File: src/rtl/pollwait_pkg.sv
package pollwait_pkg;

  localparam logic [1:0]  PKT_TYPE3    = 2'd3;
  localparam logic [7:0]  OPC_WAIT     = 8'h3C;
  localparam logic [13:0] WAIT_COUNT   = 14'd5;
  localparam int          PAYLOAD_LEN  = 6;
  localparam int          RETRY_LSB    = 16;

  typedef enum logic [2:0] {
    CMP_ALWAYS = 3'd0,
    CMP_LT     = 3'd1,
    CMP_LE     = 3'd2,
    CMP_EQ     = 3'd3,
    CMP_NE     = 3'd4,
    CMP_GE     = 3'd5,
    CMP_GT     = 3'd6,
    CMP_BAD    = 3'd7
  } cmpFunc_e;

  // strobes from control to datapath
  typedef struct packed {
    logic       capEn;
    logic [2:0] capIdx;
    logic       gapLoad;
    logic       gapDec;
    logic       failClr;
    logic       failInc;
  } dpCtl_t;

  // conditions from datapath to control
  typedef struct packed {
    logic        hdrMatch;
    logic [13:0] hdrCount;
    logic        badCtrl;
    logic        cmpPass;
    logic        gapLast;
    logic        intvZero;
    logic        retryHit;
  } dpStat_t;

endpackage

File: src/rtl/pollwait_datapath.sv
module pollwait_datapath
  import pollwait_pkg::*;
#(
  parameter int INTV_W  = 16,
  parameter int RETRY_W = 12
) (
  input  logic        clk,
  input  logic        rstN,
  input  logic [31:0] cmdData,
  input  logic [31:0] rspData,
  input  dpCtl_t      ctl,
  output dpStat_t     stat,
  output logic [63:0] reqAddr
);

  localparam int CNT_W = RETRY_W + 1;

  logic [2:0]         funcQ;
  logic               spaceQ;
  logic               opQ;
  logic [31:0]        addrLoQ;
  logic [31:0]        addrHiQ;
  logic [31:0]        refQ;
  logic [31:0]        maskQ;
  logic [INTV_W-1:0]  intvQ;
  logic [RETRY_W-1:0] retryLimQ;
  logic [RETRY_W-1:0] failCntQ;
  logic [INTV_W-1:0]  gapCntQ;
  logic [31:0]        masked;
  logic [CNT_W-1:0]   failNext;

  // payload capture
  always_ff @(posedge clk) begin
    if (!rstN) begin
      funcQ     <= '0;
      spaceQ    <= 1'b0;
      opQ       <= 1'b0;
      addrLoQ   <= '0;
      addrHiQ   <= '0;
      refQ      <= '0;
      maskQ     <= '0;
      intvQ     <= '0;
      retryLimQ <= '0;
    end else if (ctl.capEn) begin
      case (ctl.capIdx)
        3'd0: begin
          funcQ  <= cmdData[2:0];
          spaceQ <= cmdData[4];
          opQ    <= cmdData[6];
        end
        3'd1: addrLoQ <= {cmdData[31:2], 2'b00};
        3'd2: addrHiQ <= cmdData;
        3'd3: refQ    <= cmdData;
        3'd4: maskQ   <= cmdData;
        3'd5: begin
          intvQ     <= cmdData[INTV_W-1:0];
          retryLimQ <= cmdData[RETRY_LSB +: RETRY_W];
        end
        default: ;
      endcase
    end
  end

  // failed-poll and gap counters
  always_ff @(posedge clk) begin
    if (!rstN) begin
      failCntQ <= '0;
      gapCntQ  <= '0;
    end else begin
      if (ctl.failClr)      failCntQ <= '0;
      else if (ctl.failInc) failCntQ <= failCntQ + 1'b1;
      if (ctl.gapLoad)      gapCntQ  <= intvQ;
      else if (ctl.gapDec)  gapCntQ  <= gapCntQ - 1'b1;
    end
  end

  assign masked   = rspData & maskQ;
  assign failNext = {1'b0, failCntQ} + CNT_W'(1);

  always_comb begin
    case (cmpFunc_e'(funcQ))
      CMP_ALWAYS: stat.cmpPass = 1'b1;
      CMP_LT:     stat.cmpPass = masked <  refQ;
      CMP_LE:     stat.cmpPass = masked <= refQ;
      CMP_EQ:     stat.cmpPass = masked == refQ;
      CMP_NE:     stat.cmpPass = masked != refQ;
      CMP_GE:     stat.cmpPass = masked >= refQ;
      CMP_GT:     stat.cmpPass = masked >  refQ;
      default:    stat.cmpPass = 1'b0;
    endcase
  end

  assign stat.hdrMatch = (cmdData[31:30] == PKT_TYPE3) &&
                         (cmdData[15:8]  == OPC_WAIT) &&
                         (cmdData[29:16] == WAIT_COUNT);
  assign stat.hdrCount = cmdData[29:16];
  assign stat.badCtrl  = (funcQ == CMP_BAD) || !spaceQ || opQ;
  assign stat.gapLast  = gapCntQ <= INTV_W'(1);
  assign stat.intvZero = intvQ == '0;
  assign stat.retryHit = (retryLimQ != '0) && (failNext == {1'b0, retryLimQ});

  assign reqAddr = {addrHiQ, addrLoQ};

endmodule

File: src/rtl/pollwait_ctrl.sv
module pollwait_ctrl
  import pollwait_pkg::*;
(
  input  logic    clk,
  input  logic    rstN,
  input  logic    cmdValid,
  output logic    cmdReady,
  output logic    memReqValid,
  input  logic    memReqReady,
  input  logic    memRspValid,
  input  dpStat_t stat,
  output dpCtl_t  ctl,
  output logic    busy,
  output logic    waitDone,
  output logic    waitTimeout,
  output logic    cmdError
);

  localparam logic [13:0] LAST_IDX = 14'(PAYLOAD_LEN - 1);

  typedef enum logic [2:0] {
    ST_HDR, ST_SKIP, ST_CAPT, ST_REQ, ST_RSP, ST_GAP
  } state_e;

  state_e      st;
  logic [13:0] wordCnt;
  logic        accept;
  logic        lastWord;
  logic        rspFail;

  assign cmdReady    = (st == ST_HDR) || (st == ST_SKIP) || (st == ST_CAPT);
  assign busy        = (st == ST_REQ) || (st == ST_RSP) || (st == ST_GAP);
  assign memReqValid = (st == ST_REQ);
  assign accept      = cmdValid && cmdReady;
  assign lastWord    = wordCnt == LAST_IDX;
  assign rspFail     = (st == ST_RSP) && memRspValid && !stat.cmpPass;

  always_comb begin
    ctl         = '0;
    ctl.capEn   = (st == ST_CAPT) && accept;
    ctl.capIdx  = wordCnt[2:0];
    ctl.failClr = (st == ST_CAPT) && accept && lastWord;
    ctl.failInc = rspFail;
    ctl.gapLoad = rspFail && !stat.retryHit && !stat.intvZero;
    ctl.gapDec  = (st == ST_GAP) && !stat.gapLast;
  end

  always_ff @(posedge clk) begin
    if (!rstN) begin
      st          <= ST_HDR;
      wordCnt     <= '0;
      waitDone    <= 1'b0;
      waitTimeout <= 1'b0;
      cmdError    <= 1'b0;
    end else begin
      waitDone    <= 1'b0;
      waitTimeout <= 1'b0;
      cmdError    <= 1'b0;
      case (st)
        ST_HDR: if (accept) begin
          if (stat.hdrMatch) begin
            st      <= ST_CAPT;
            wordCnt <= '0;
          end else begin
            st      <= ST_SKIP;
            wordCnt <= stat.hdrCount;
          end
        end
        ST_SKIP: if (accept) begin
          if (wordCnt == '0) st <= ST_HDR;
          else               wordCnt <= wordCnt - 14'd1;
        end
        ST_CAPT: if (accept) begin
          if (lastWord) begin
            if (stat.badCtrl) begin
              st       <= ST_HDR;
              cmdError <= 1'b1;
            end else begin
              st <= ST_REQ;
            end
          end else begin
            wordCnt <= wordCnt + 14'd1;
          end
        end
        ST_REQ: if (memReqReady) st <= ST_RSP;
        ST_RSP: if (memRspValid) begin
          if (stat.cmpPass) begin
            st       <= ST_HDR;
            waitDone <= 1'b1;
          end else if (stat.retryHit) begin
            st          <= ST_HDR;
            waitTimeout <= 1'b1;
          end else if (stat.intvZero) begin
            st <= ST_REQ;
          end else begin
            st <= ST_GAP;
          end
        end
        ST_GAP: if (stat.gapLast) st <= ST_REQ;
        default: st <= ST_HDR;
      endcase
    end
  end

endmodule

File: src/rtl/pollwait_unit.sv
module pollwait_unit
  import pollwait_pkg::*;
#(
  parameter int INTV_W  = 16,
  parameter int RETRY_W = 12
) (
  input  logic        clk,
  input  logic        rstN,
  input  logic        cmdValid,
  input  logic [31:0] cmdData,
  output logic        cmdReady,
  output logic        memReqValid,
  output logic [63:0] memReqAddr,
  input  logic        memReqReady,
  input  logic        memRspValid,
  input  logic [31:0] memRspData,
  output logic        busy,
  output logic        waitDone,
  output logic        waitTimeout,
  output logic        cmdError
);

  dpCtl_t  ctl;
  dpStat_t stat;

  pollwait_ctrl i_ctrl (
    .clk         (clk),
    .rstN        (rstN),
    .cmdValid    (cmdValid),
    .cmdReady    (cmdReady),
    .memReqValid (memReqValid),
    .memReqReady (memReqReady),
    .memRspValid (memRspValid),
    .stat        (stat),
    .ctl         (ctl),
    .busy        (busy),
    .waitDone    (waitDone),
    .waitTimeout (waitTimeout),
    .cmdError    (cmdError)
  );

  pollwait_datapath #(
    .INTV_W  (INTV_W),
    .RETRY_W (RETRY_W)
  ) i_dp (
    .clk     (clk),
    .rstN    (rstN),
    .cmdData (cmdData),
    .rspData (memRspData),
    .ctl     (ctl),
    .stat    (stat),
    .reqAddr (memReqAddr)
  );

endmodule

File: config.mk
export PLATFORM = sky130hd
export DESIGN_NAME = pollwait_unit
export DESIGN_NICKNAME = d
export VERILOG_FILES = /design/src/rtl/pollwait_pkg.sv /design/src/rtl/pollwait_datapath.sv /design/src/rtl/pollwait_ctrl.sv /design/src/rtl/pollwait_unit.sv
export SDC_FILE = /design/constraint.sdc
export NUM_CORES = 1
export LEC_CHECK = 0
export BUFFER_PORTS_ARGS = -buffer_cell sky130_fd_sc_hd__buf_2
export CORE_UTILIZATION = 60
export CTS_CLUSTER_SIZE = 14
export DETAILED_ROUTE_END_ITERATION = 8
export PLACE_DENSITY = 0.9
export SLEW_MARGIN = 0
export SYNTH_ARGS = -nofsm -noshare
export SYNTH_HDL_FRONTEND = slang
export SYNTH_SLANG_ARGS = --single-unit
File: constraint.sdc
create_clock -name clk -period 7.96 [get_ports clk]
set_input_delay 0.796 -clock clk [delete_from_list [all_inputs] [get_ports clk]]
set_output_delay 0.796 -clock clk [all_outputs]
set_load 0.1 [all_outputs]
# [After elaboration in Yosys (flattened, before gate mapping)]
# Cells that the tools add are included.
[classes] n_addsub=5 n_mul=0 div_mod_pow=0 order_cmp=5 eq_ne=34 shifts=0 mux=27 n_bitwise=4 n_reduce_logical=42
[op_table] op="$mux W14" count=6
[op_table] op="$pmux W14 S3" count=1
[op_table] op="$mux W3" count=11
[op_table] op="$and A32 B32 Y32" count=1
[op_table] op="$eq A32 B32 Y1" count=1
[op_table] op="$ge A32 B32 Y1" count=1
[op_table] op="$gt A32 B32 Y1" count=1
[op_table] op="$le A32 B32 Y1" count=1
[op_table] op="$lt A32 B32 Y1" count=1
[op_table] op="$mux W16" count=2
[op_table] op="$ne A32 B32 Y1" count=1
[op_table] op="$eq A14 B3 Y1 const B" count=2
[op_table] op="$eq A3 B3 Y1 const B" count=8
[op_table] op="$eq A3 B2 Y1 const B" count=6
[op_table] op="$pmux W3 S6" count=1
[op_table] op="$le A16 B1 Y1 const B" count=1
[op_table] op="$logic_not A16 Y1" count=1
[op_table] op="$sub A16 B1 Y16 const B" count=1
[op_table] op="$add A14 B1 Y14 const B" count=1
[op_table] op="$logic_not A14 Y1" count=1
[op_table] op="$sub A14 B1 Y14 const B" count=1
[op_table] op="$add A12 B1 Y13 const B" count=1
[op_table] op="$eq A13 B12 Y1" count=1
[op_table] op="$add A12 B1 Y12 const B" count=1
[op_table] op="other kinds (23)" count=64
[word_totals] reg_bits=207 latch_bits=0 ramBits=0 mem_bits_ro=0 output_inout_bits=70 word_cells=133 mem_count=0

# [Depth between registers and ports, before layout]
# Gate-level depths: netlist of the first run.
[logic_depth] depth_word=8 ltp_mapped=13 depth_no_buf=12

# [Hierarchy]
# From an unflattened synthesis of the first run, not the netlist that was laid out.
[hier_totals] cells_unflattened=1344 area_unflattened_um2=10805.4
[by_module_without_submodules] mod="pollwait_datapath" instances=1 cells_per_inst=1107 area_each_um2=8933.6 seq_area_each_um2=3743.6
[by_module_without_submodules] mod="pollwait_ctrl" instances=1 cells_per_inst=237 area_each_um2=1871.8 seq_area_each_um2=400.4

# [Worst setup path after synthesis of the first run]
# No wires, ideal clock.
[synth_path] path_kind="flip-flop to flip-flop" from="reg i_ctrl.st[1]" to="reg i_ctrl.wordCnt[12]" setup_time_ps=74 arrival_ps=3316 required_ps=7886 setup_slack_ps=4570 path_stages_with_launch=14 synth_period_minus_slack_ps=3390 path_cell_list="dfxtp_1 clkbuf_1 inv_2 nor3_2 inv_1 fa_1 a21o_1 a21oi_1 o21bai_1 a2111o_1 a311oi_1 o211a_1 o21ai_0 a31oi_1"
[synth_via] elab_chain_len=6 elab_cells_between_ends=14
[synth_lines] item="start, declared" line_no="pollwait_ctrl.sv:25" source="state_e st;"
[synth_lines] item="start signal, assigned" line_no="pollwait_ctrl.sv:50" source="st <= ST_HDR;"
[synth_lines] item="start signal, assigned" line_no="pollwait_ctrl.sv:62" source="st <= ST_CAPT;"
[synth_lines] item="start signal, assigned" line_no="pollwait_ctrl.sv:65" source="st <= ST_SKIP;"
[synth_lines] item="$eq A3 B1 Y1 / $logic_not A3 Y1 (equally long branches)" line_no="pollwait_ctrl.sv:31, pollwait_ctrl.sv:59"
[synth_lines] item="$logic_or A1 B1 Y1 (2 in series)" line_no="pollwait_ctrl.sv:31" source="assign cmdReady = (st == ST_HDR) || (st == ST_SKIP) || (st == ST_CAPT);"
[synth_lines] item="$logic_and A1 B1 Y1" line_no="pollwait_ctrl.sv:34" source="assign accept = cmdValid && cmdReady;"
[synth_lines] item="$ne A2 B1 Y1 (no source line)"
[synth_lines] item="$reduce_and A6 Y1 (no source line)"
[synth_lines] item="end signal, assigned" line_no="pollwait_ctrl.sv:66" source="wordCnt <= stat.hdrCount;"
[synth_lines] item="end signal, assigned" line_no="pollwait_ctrl.sv:71" source="else wordCnt <= wordCnt - 14'd1;"
[synth_lines] item="end signal, assigned" line_no="pollwait_ctrl.sv:82" source="wordCnt <= wordCnt + 14'd1;"
[synth_lines] item="end, declared" line_no="pollwait_ctrl.sv:26" source="logic [13:0] wordCnt;"
# Parallel ways exist; a longest one is shown, timed or not.
# A chain may end at the register's enable or synchronous reset.

# [Worst setup path in the final report of the first run]
# Ends and elaborated chain as after synthesis.

==> out/results.ini, run 1 <==
[worst_setup_path]
reg2reg_to=i_ctrl.wordCnt[12]$_SDFFE_PN0P_
crit_fanout=15
critPathArrivalTime_ns=4.42
rr_worst_depth=12
r2r_slack_ns=3.97
cp.required_ns=8.39
worstSetupPathType=reg2reg
end_kind=register
timing.rr.start=i_ctrl.st[1]$_SDFFE_PN0P_
crit_path_start_kind=register

[floorplan]
design.core.area_um2=17400
die-area_um2=18400
ioPinCount=139
fp-row-count=48
start_util=0.616
die_y_um=136
die_w_um=136

[synth]
synth_area_leaders=dfxtp_1 (39%), nand2_1 (13%), a21boi_0 (9.7%)
synth-async-reset-ratio=0
synth.distinct_cells=78
synth_area_leader_cell=dfxtp_1
ys_warn_count=0
seq_area_frac_synth=0.387
synth_edf_count=0
synth_area_um2=10700
synth_cells=1329
synth_top_area_frac=0.387
ys_top_cells_by_count=nand2_1 (365), dfxtp_1 (207), a21boi_0 (138)
synth_seq_cells=207
synth_flop_cell=dfxtp_1
yosysMostFrequentCell=nand2_1
avgSynthCellArea_um2=8.05

[cts]
post_cts_buffers=0
clkTransAtPathRegs_ns=0.06
cts-root-buf=clkbuf_16
clkLatencyLatePin_ns=0.50
ctsHoldBuffers=0
htree_levels=1
cts_buffers=22
cts_num_sinks=207
cts-resized-gates=0
cts_tree=done
clock_path_buffers=3

[final_layout]
final_core_util=0.701
nets=1540
fin_cells=1664
postLayoutCellArea_um2=12200
area_delta_synth_final_pct=13.7
drive_above_1_share=0.146

[route]
dr.pass1.iters=5
drtIter0Drc=758
routed_wl_um=28900
drc_errors=0
num_vias=9953
vias_per_cell=5.98
routedWlPerCell_um=17.3
drtAntennaViolNets=0

[grt]
grt_usage=0.316
grt_overflow=0
grt_max_degree=100
antenna_found_initial=1
grt_pass1_vias=9440
grt_pass1_wl_um=46200

[power_and_ir_drop]
vdd_ir_drop_max_v=0.000178
fin_total_pwr_mw=2.26
p_leak_nw=4.72
powerDensity_nw_per_um2=185

[timing]
finalSetupTns_ns=0
post-route-min-period_ns=3.99
fin_skew_ns=0.0111
setup_viol=0
setup_slack_ns=3.97
timing.hold.ws_ns=0.455
hold_viol=0
slew_viol_final=0
grt_setup_unrepaired=false
worst_pin_slew_ns=1.15
slew_headroom=0.233
period_share=0.502
max_freq_mhz=250

[worst_hold_path]
min_path_cells=2
holdPathEnd=i_dp.addrLoQ[12]$_SDFFE_PN0P_
hold_start=i_dp.addrLoQ[12]$_SDFFE_PN0P_
hold_class=reg2reg

[place]
place.gp.congestion=0.904
dpl-instance-area_um2=11400
place_inst=1623
dp_hpwl_um=19400
place_worst_setup_slack_ns=3.97
io_buffers=136

[run_status]
outcome=finished, final reports clean

[job]
drv_cap=0

==> layout by cell type (no fill, tap or decap), drive strengths merged, types with 34 or more instances in the layout <==
cell type and instances:
a21boi 138, dfxtp 207, ha 48, o21ai 34
inv 47, and2 36, nand2 365, nor2 36
buf 150, clkbuf 35, a21oi 58
==> routing by layer <==
layer | track usage | vias up | part of all wire
met5 | 0 | - | 0
met4 | 0.159 | 0 | 0.042
met3 | 0.0591 | 105 | 0.083
met2 | 0.517 | 417 | 0.47
met1 | 0.396 | 4677 | 0.41
li1 | - | 4754 | -
==> worst max-delay path, stage by stage, from the launching register on <==
cell and delay, ns:
dfxtp_1 0.49, inv_2 0.15, nor3_2 0.41, inv_1 0.42, fa_1 0.54, a21o_1 0.18
a21oi_1 0.21, o21bai_1 0.12, a2111o_1 0.44, a311oi_1 0.50, o211a_1 0.20, o21ai_0 0.08
a31oi_1 0.17
==> power by group <==
group / total (mW) / internal, mW / switching [mW]
combinational: 0.172 / 0.0679 / 0.104
sequential: 1.06 / 1.04 / 0.0134
clock: 1.03 / 0.616 / 0.410
==> flip-flops by register name (all words and copies together), names as in the netlist, 3 cells and up <==
name / flops
i_ctrl.st: 3
i_ctrl.wordCnt: 14
i_dp.addrHiQ: 32
i_dp.addrLoQ: 30
i_dp.failCntQ: 12
i_dp.funcQ: 3
i_dp.gapCntQ: 16
i_dp.intvQ: 16
i_dp.maskQ: 32
i_dp.refQ: 32
i_dp.retryLimQ: 12
==> logic make-up (layout without fill, tap and decap cells) <==
family | count (synthesis) | count (layout) | synth area share
compound gates | 318 | 318 | 0.213
flops | 207 | 207 | 0.387
fa+ha+maj | 49 | 49 | 0.0580
other cells | 1 | 4 | 0.000350
xor+xnor | 35 | 35 | 0.0287
buf+inv | 129 | 236 | 0.0491
simple gates | 579 | 579 | 0.254
mux | 11 | 11 | 0.0103
==> final cells by class <==
cell class | count | area, µm²
repair buffers | 150 | 788
fillers | 1246 | 5190
multi-input cells | 994 | 6050
clock buffers | 35 | 681
clock inverters | 4 | 45.0
inverters | 47 | 176
diodes | 2 | 5.00
flip-flops and latches | 207 | 4140
well taps | 225 | 282
==> how the worst max path moves through the flow <==
stage | from | to | depth (start not counted)
2_1_floorplan | i_ctrl.st[1]$_SDFFE_PN0P_ | i_ctrl.wordCnt[12]$_SDFFE_PN0P_ | 13
3_3_place_gp | memRspData[31] | i_dp.gapCntQ[1]$_SDFFE_PN0P_ | 12
3_5_place_dp | memRspData[25] | i_dp.gapCntQ[1]$_SDFFE_PN0P_ | 12
4_1_cts | i_ctrl.st[1]$_SDFFE_PN0P_ | i_ctrl.wordCnt[12]$_SDFFE_PN0P_ | 12
5_1_grt | i_ctrl.st[1]$_SDFFE_PN0P_ | i_ctrl.wordCnt[12]$_SDFFE_PN0P_ | 12
6_report | i_ctrl.st[1]$_SDFFE_PN0P_ | i_ctrl.wordCnt[12]$_SDFFE_PN0P_ | 12
(Power assumes the default switching activity.)
==> run 2, diff against run 1 <==
--- a/config.mk
+++ b/config.mk
@@ -5,11 +5,12 @@
 export SDC_FILE = /design/constraint.sdc
 export NUM_CORES = 1
 export LEC_CHECK = 0
+export ABC_AREA = 1
 export BUFFER_PORTS_ARGS = -buffer_cell sky130_fd_sc_hd__buf_2
-export CORE_UTILIZATION = 60
+export CORE_UTILIZATION = 52
 export CTS_CLUSTER_SIZE = 14
 export DETAILED_ROUTE_END_ITERATION = 8
-export PLACE_DENSITY = 0.9
+export PLACE_DENSITY = 0.84
 export SLEW_MARGIN = 0
 export SYNTH_ARGS = -nofsm -noshare
 export SYNTH_HDL_FRONTEND = slang
==> constraint.sdc (replaced) <==
create_clock -name clk -period 3.4 [get_ports clk]
set_input_delay 0.34 -clock clk [delete_from_list [all_inputs] [get_ports clk]]
set_output_delay 0.34 -clock clk [all_outputs]
set_load 0.1 [all_outputs]
==> run 2 against run 1 <==
  * Final cell count rose by 9.4%
  * Combinational power rose to 2.6 times the previous value
  * Clock power rose by 140%
  * Critical endpoint is now i_dp.failCntQ[8]$_SDFFE_PP0N_
  * Die area rose by 11%
  * Clock-buffer cell count fell by 2
  * Clock skew rose by 0.012 ns
  * Wire length fell by 5.9%
  * Worst setup slack got worse by 3.5 ns
==> out/results.ini, run 2 <==
[run_status]
outcome=finished, final reports clean

[route]
num_vias=9978
met1_length_um=12200
drtIter0Drc=720
vias_per_cell=5.48
routed.top_layer=met4
drc_errors=0
dr_wl_met2_um=12700
dr.pass1.iters=5
met3_wirelength_um=1640
routed_wl_um=27200
drtAntennaViolNets=0
routedWlPerCell_um=14.9

[cts]
clock_path_buffers=3
post_cts_buffers=0
cts_buffers=23
cts-root-buf=clkbuf_16
clkLatencyLatePin_ns=0.52
cts_num_sinks=207
cts_tree=done
htree_levels=1
clkTransAtPathRegs_ns=0.06
ctsHoldBuffers=0
cts-resized-gates=0

[worst_setup_path]
crit_path_start_kind=register
crit_buf_inv=5
r2r_slack_ns=0.47
cpPeakStageDelay_ns=0.41
cpMaxStageDelayCell=a21oi_1
path_cells=inv_1, nand3_2, buf_4, nor2_1, nand2_1, buf_4, inv_1, a21oi_1, inv_1, a211oi_1
reg2reg_to=i_dp.failCntQ[8]$_SDFFE_PP0N_
worstSetupPathType=reg2reg
crit_fanout=45
rr_worst_depth=10
critPathArrivalTime_ns=3.34
end_kind=register
cp.required_ns=3.81
timing.rr.start=i_ctrl.st[0]$_SDFFE_PN0P_
cp_top_family=buffers and inverters
crit_top_cell=inv_1

[synth]
synth_cells=1430
ys_warn_count=0
yosysMostFrequentCell=nand2_1
synth_area_leaders=dfxtp_1 (40%), a21oi_1 (11%), o21ai_0 (9.3%)
synth_flop_cell=dfxtp_1
synth_area_leader_cell=dfxtp_1
seq_area_frac_synth=0.403
synth.distinct_cells=45
ys_top_cells_by_count=nand2_1 (233), a21oi_1 (232), dfxtp_1 (207)
synth_edf_count=0
synth_top_area_frac=0.403
synth_area_um2=10300
avgSynthCellArea_um2=7.19
synth_seq_cells=207
synth-async-reset-ratio=0

[timing]
finalSetupTns_ns=0
timing.hold.ws_ns=0.107
grt_setup_unrepaired=false
worst_pin_slew_ns=1.05
slew_viol_final=0
hold_viol=0
max_freq_mhz=341
period_share=0.862
slew_headroom=0.297
setup_viol=0
fin_skew_ns=0.0231
post-route-min-period_ns=2.93

[worst_hold_path]
holdPathEnd=i_ctrl.cmdError$_SDFF_PN0_
min_path_cells=3
hold_start=cmdValid
hold_class=in2reg

[place]
io_buffers=136
place.gp.congestion=0.900
dp_hpwl_um=19100

[grt]
grt_usage=0.265
grt_pass1_vias=9128
antenna_found_initial=3
grt_max_degree=128
grt_pass1_wl_um=43900
grt_overflow=0

[floorplan]
die_y_um=143
die-area_um2=20300
start_util=0.530
die_w_um=143
design.core.area_um2=19400
ioPinCount=139
fp-row-count=51

[final_layout]
fill_cells=1702
top_regs=i_dp.addrHiQ x32, i_dp.maskQ x32, i_dp.refQ x32
nets=1656
area_delta_synth_final_pct=15.9
drive_above_1_share=0.138
final_common_cell=nand2_1
final_cell_mix=nand2_1 (233), a21oi_1 (232), dfxtp_1 (207)

[power_and_ir_drop]
vdd_ir_drop_max_v=0.000419
fin_total_pwr_mw=5.40
powerDensity_nw_per_um2=454
p_leak_nw=5.64

[job]
drv_cap=0

==> run 2: metrics by stage <==
| stage | utilization | instance area (µm²) | worst slack (ns) | std cells |
|---|---|---|---|---|
| 2_1_floorplan | - | 10300 | 0.439 | 1431 |
| 3_3_place_gp | 0.575 | 11100 | 0.478 | 1778 |
| 3_5_place_dp | 0.575 | 11100 | 0.379 | 1778 |
| 4_1_cts | 0.614 | 11900 | 0.521 | 1818 |
| 5_1_grt | 0.614 | 11900 | 0.200 | 1820 |
| 6_report | 0.614 | 11900 | 0.471 | 1821 |
==> run 2: logic make-up after synthesis <==
kind of cell    after synthesis  synth area share
simple gates                442             0.191
buf+inv                     256            0.0977
flops                       207             0.403
fa+ha+maj                    49            0.0604
compound gates              453             0.227
other cells                   1          0.000365
xor+xnor                     22            0.0201
==> run 2: area by class of cell <==
cell class | count | area [µm²] | area share
clock inverter | 7 | 88.8 | 0.00746
antenna | 3 | 7.51 | 0.000630
multi-input combinational | 968 | 5170 | 0.434
inverter | 189 | 709 | 0.0596
timing repair buffer | 149 | 793 | 0.0666
clock buffer | 33 | 663 | 0.0557
sequential | 207 | 4140 | 0.348
tap | 265 | 332 | 0.0278
==> run 2: routing by layer <==
metal  GRT usage  vias to the layer above
met5           0                        -
met4      0.0855                        0
met3      0.0424                       54
met2       0.437                      302
met1       0.354                     4647
li1            -                     4975
==> run 2: worst max path at each step <==
stage                     slack, ns                       endpoint                       start  depth (start not counted)
after global routing           0.20  i_dp.gapCntQ[10]$_SDFFE_PN0P_  i_dp.refQ[23]$_SDFFE_PN0P_                         18
after floorplan                0.44                           busy   i_ctrl.st[0]$_SDFFE_PN0P_                          4
after CTS                      0.52   i_dp.gapCntQ[0]$_SDFFE_PN0P_  i_dp.refQ[23]$_SDFFE_PN0P_                         15
final                          0.47  i_dp.failCntQ[8]$_SDFFE_PP0N_   i_ctrl.st[0]$_SDFFE_PN0P_                         10
after global placement         0.48   i_dp.gapCntQ[5]$_SDFFE_PN0P_              memRspData[23]                         18
after detailed placement       0.38   i_dp.gapCntQ[0]$_SDFFE_PN0P_              memRspData[23]                         17
==> run 2: tightest hold or removal path, stage by stage <==
cell and delay, ns:
buf_2 0.11, nand2_1 0.08, nor3_1 0.05
==> run 2: where the power goes <==
part	switching [mW]	leakage, nW	total [mW]	internal, mW
clock network	0.982	0.374	2.48	1.50
registers	0.0222	1.67	2.47	2.45
logic	0.300	3.60	0.451	0.150
total	1.30	5.64	5.40	4.10
==> run 3, diff against run 2 <==
--- a/config.mk
+++ b/config.mk
@@ -11,6 +11,7 @@
 export CTS_CLUSTER_SIZE = 14
 export DETAILED_ROUTE_END_ITERATION = 8
 export PLACE_DENSITY = 0.84
+export REMOVE_ABC_BUFFERS = 1
 export SLEW_MARGIN = 0
 export SYNTH_ARGS = -nofsm -noshare
 export SYNTH_HDL_FRONTEND = slang
==> run 3 against run 2 <==
  * Sequential cell count unchanged
  * Critical path type unchanged
  * Die area unchanged
  * First-iteration DRC count up 1.3%
  * Final cell count up 0.11%
==> out/results.ini, run 3 (synthesis results as in run 2) <==
[run_status]
outcome=finished, final reports clean

[final_layout]
postLayoutCellArea_um2=12000
drive_above_1_share=0.142
top_regs=i_dp.addrHiQ x32, i_dp.maskQ x32, i_dp.refQ x32
area_delta_synth_final_pct=17.0
final_common_cell=nand2_1
final_cell_mix=nand2_1 (233), a21oi_1 (232), dfxtp_1 (207)
multi_input_area_um2=5170
nets=1656
seqCellArea_um2=4140
fill_cells=1666

[timing]
grt_setup_unrepaired=false
fin_skew_ns=0.0137
hold_viol=0
worst_pin_slew_ns=1.04
post-route-min-period_ns=2.92
slew_viol_final=0
slew_headroom=0.305
setup_viol=0
timing.hold.ws_ns=0.132
max_freq_mhz=342
period_share=0.860

[route]
routed_wl_um=27000
drc_errors=0
num_vias=9959
drtAntennaViolNets=0
dr.pass1.iters=5
drtIter0Drc=729
routedWlPerCell_um=14.8
vias_per_cell=5.46

[power_and_ir_drop]
p_int_mw=4.39
pwr-share-seq=0.430
p_leak_nw=5.70
p_comb_frac=0.079
clkPwrFrac=0.491
powerDensity_nw_per_um2=477
fin_total_pwr_mw=5.74
vdd_ir_drop_max_v=0.000344
swShare=0.234
power_switching_mw=1.35

[grt]
grt_pass1_vias=9182
grt_overflow=0
grt_max_degree=129
grt_pass1_wl_um=43400
antenna_found_initial=5
grt_usage=0.262

[floorplan]
start_util=0.530
die_y_um=143
ioPinCount=139
fp-row-count=51
design.core.area_um2=19400
die-area_um2=20300
die_w_um=143

[worst_setup_path]
end_kind=register
cp-endpoint=i_ctrl.wordCnt[10]$_SDFFE_PN0P_
worstSetupPathType=reg2reg
timing.rr.start=i_ctrl.st[0]$_SDFFE_PN0P_
critPathArrivalTime_ns=3.37
cp.required_ns=3.84
crit_path_start_kind=register
r2r_slack_ns=0.48
crit_fanout=15
reg2reg_to=i_ctrl.wordCnt[10]$_SDFFE_PN0P_
rr_worst_depth=13
crit_start=i_ctrl.st[0]$_SDFFE_PN0P_

[cts]
cts-resized-gates=0
htree_levels=1
clkTransAtPathRegs_ns=0.07
cts_num_sinks=207
ctsHoldBuffers=0
clock_path_buffers=3
clkLatencyLatePin_ns=0.51
cts_buffers=22
cts-root-buf=clkbuf_16
post_cts_buffers=0
cts_tree=done

[place]
place.gp.congestion=0.863
dp_hpwl_um=18200
dpl-instance-area_um2=11200
io_buffers=136

[job]
drv_cap=0

[worst_hold_path]
hold_start=cmdData[1]
hold_class=in2reg

==> run 3: cell types whose count changed in the layout (fill, tap and decap cells not counted) <==
cell       delta
bufinv_16     +4
diode_2       +1
clkbuf_1      -5
clkinv_4      +1
nor3_1        +1
nor3_2        -1
buf_4         +1
==> run 3: how the worst min path moves through the flow <==
stage,endpoint,slack (ns),cells after the start
3_5_place_dp,i_dp.intvQ[1]$_SDFFE_PN0P_,0.47,2
2_1_floorplan,i_dp.intvQ[1]$_SDFFE_PN0P_,0.44,2
6_report,i_dp.intvQ[1]$_SDFFE_PN0P_,0.13,3
3_3_place_gp,i_dp.intvQ[1]$_SDFFE_PN0P_,0.46,2
4_1_cts,i_dp.intvQ[1]$_SDFFE_PN0P_,0.12,3
5_1_grt,i_ctrl.wordCnt[4]$_SDFFE_PN0P_,0.14,3
==> run 3: layer usage <==
metal,track usage,part of all wire,wire (µm)
met2,0.426,0.46,12400
met4,0.104,0.031,840
met5,0,0,0
met3,0.0501,0.078,2120
met1,0.340,0.43,11600
==> run 3: through the flow <==
stage               TNS [ns]  setup slack [ns]  utilization  cells
floorplan              -5.09            -0.551            -   1364
global placement           0             0.694        0.575   1779
detailed placement         0             0.629        0.575   1779
CTS                        0             0.565        0.619   1819
global route               0             0.368        0.620   1823
finish                     0             0.476        0.620   1823
==> run 3: layout make-up <==
type,instances,share of cell area
Inverter,189,0.0590
Timing Repair Buffer,150,0.0666
Multi-Input combinational cell,968,0.430
Antenna cell,4,0.000832
Tap cell,265,0.0276
Clock inverter,12,0.0181
Clock buffer,28,0.0536
Sequential cell,207,0.345
==> run 3: critical path: stages, from the launching register on <==
cell,delay [ns]
dfxtp_1,0.35
inv_1,0.18
nand3_2,0.38
ha_1,0.49
a21oi_1,0.19
nand2_1,0.10
nand2_1,0.09
nand2_1,0.06
a21oi_1,0.23
o21ai_0,0.21
a31oi_1,0.20
xor2_1,0.17
nand2_1,0.09
a21oi_1,0.12
==> run 3: power by group through the flow <==
stage	clock network (mW)	logic, mW	registers (mW)
global route	2.94	0.494	2.47
floorplan	0	0.275	2.52
CTS	2.85	0.439	2.47
detailed placement	0	0.431	2.52
finish	2.82	0.451	2.47
global placement	0	0.423	2.52
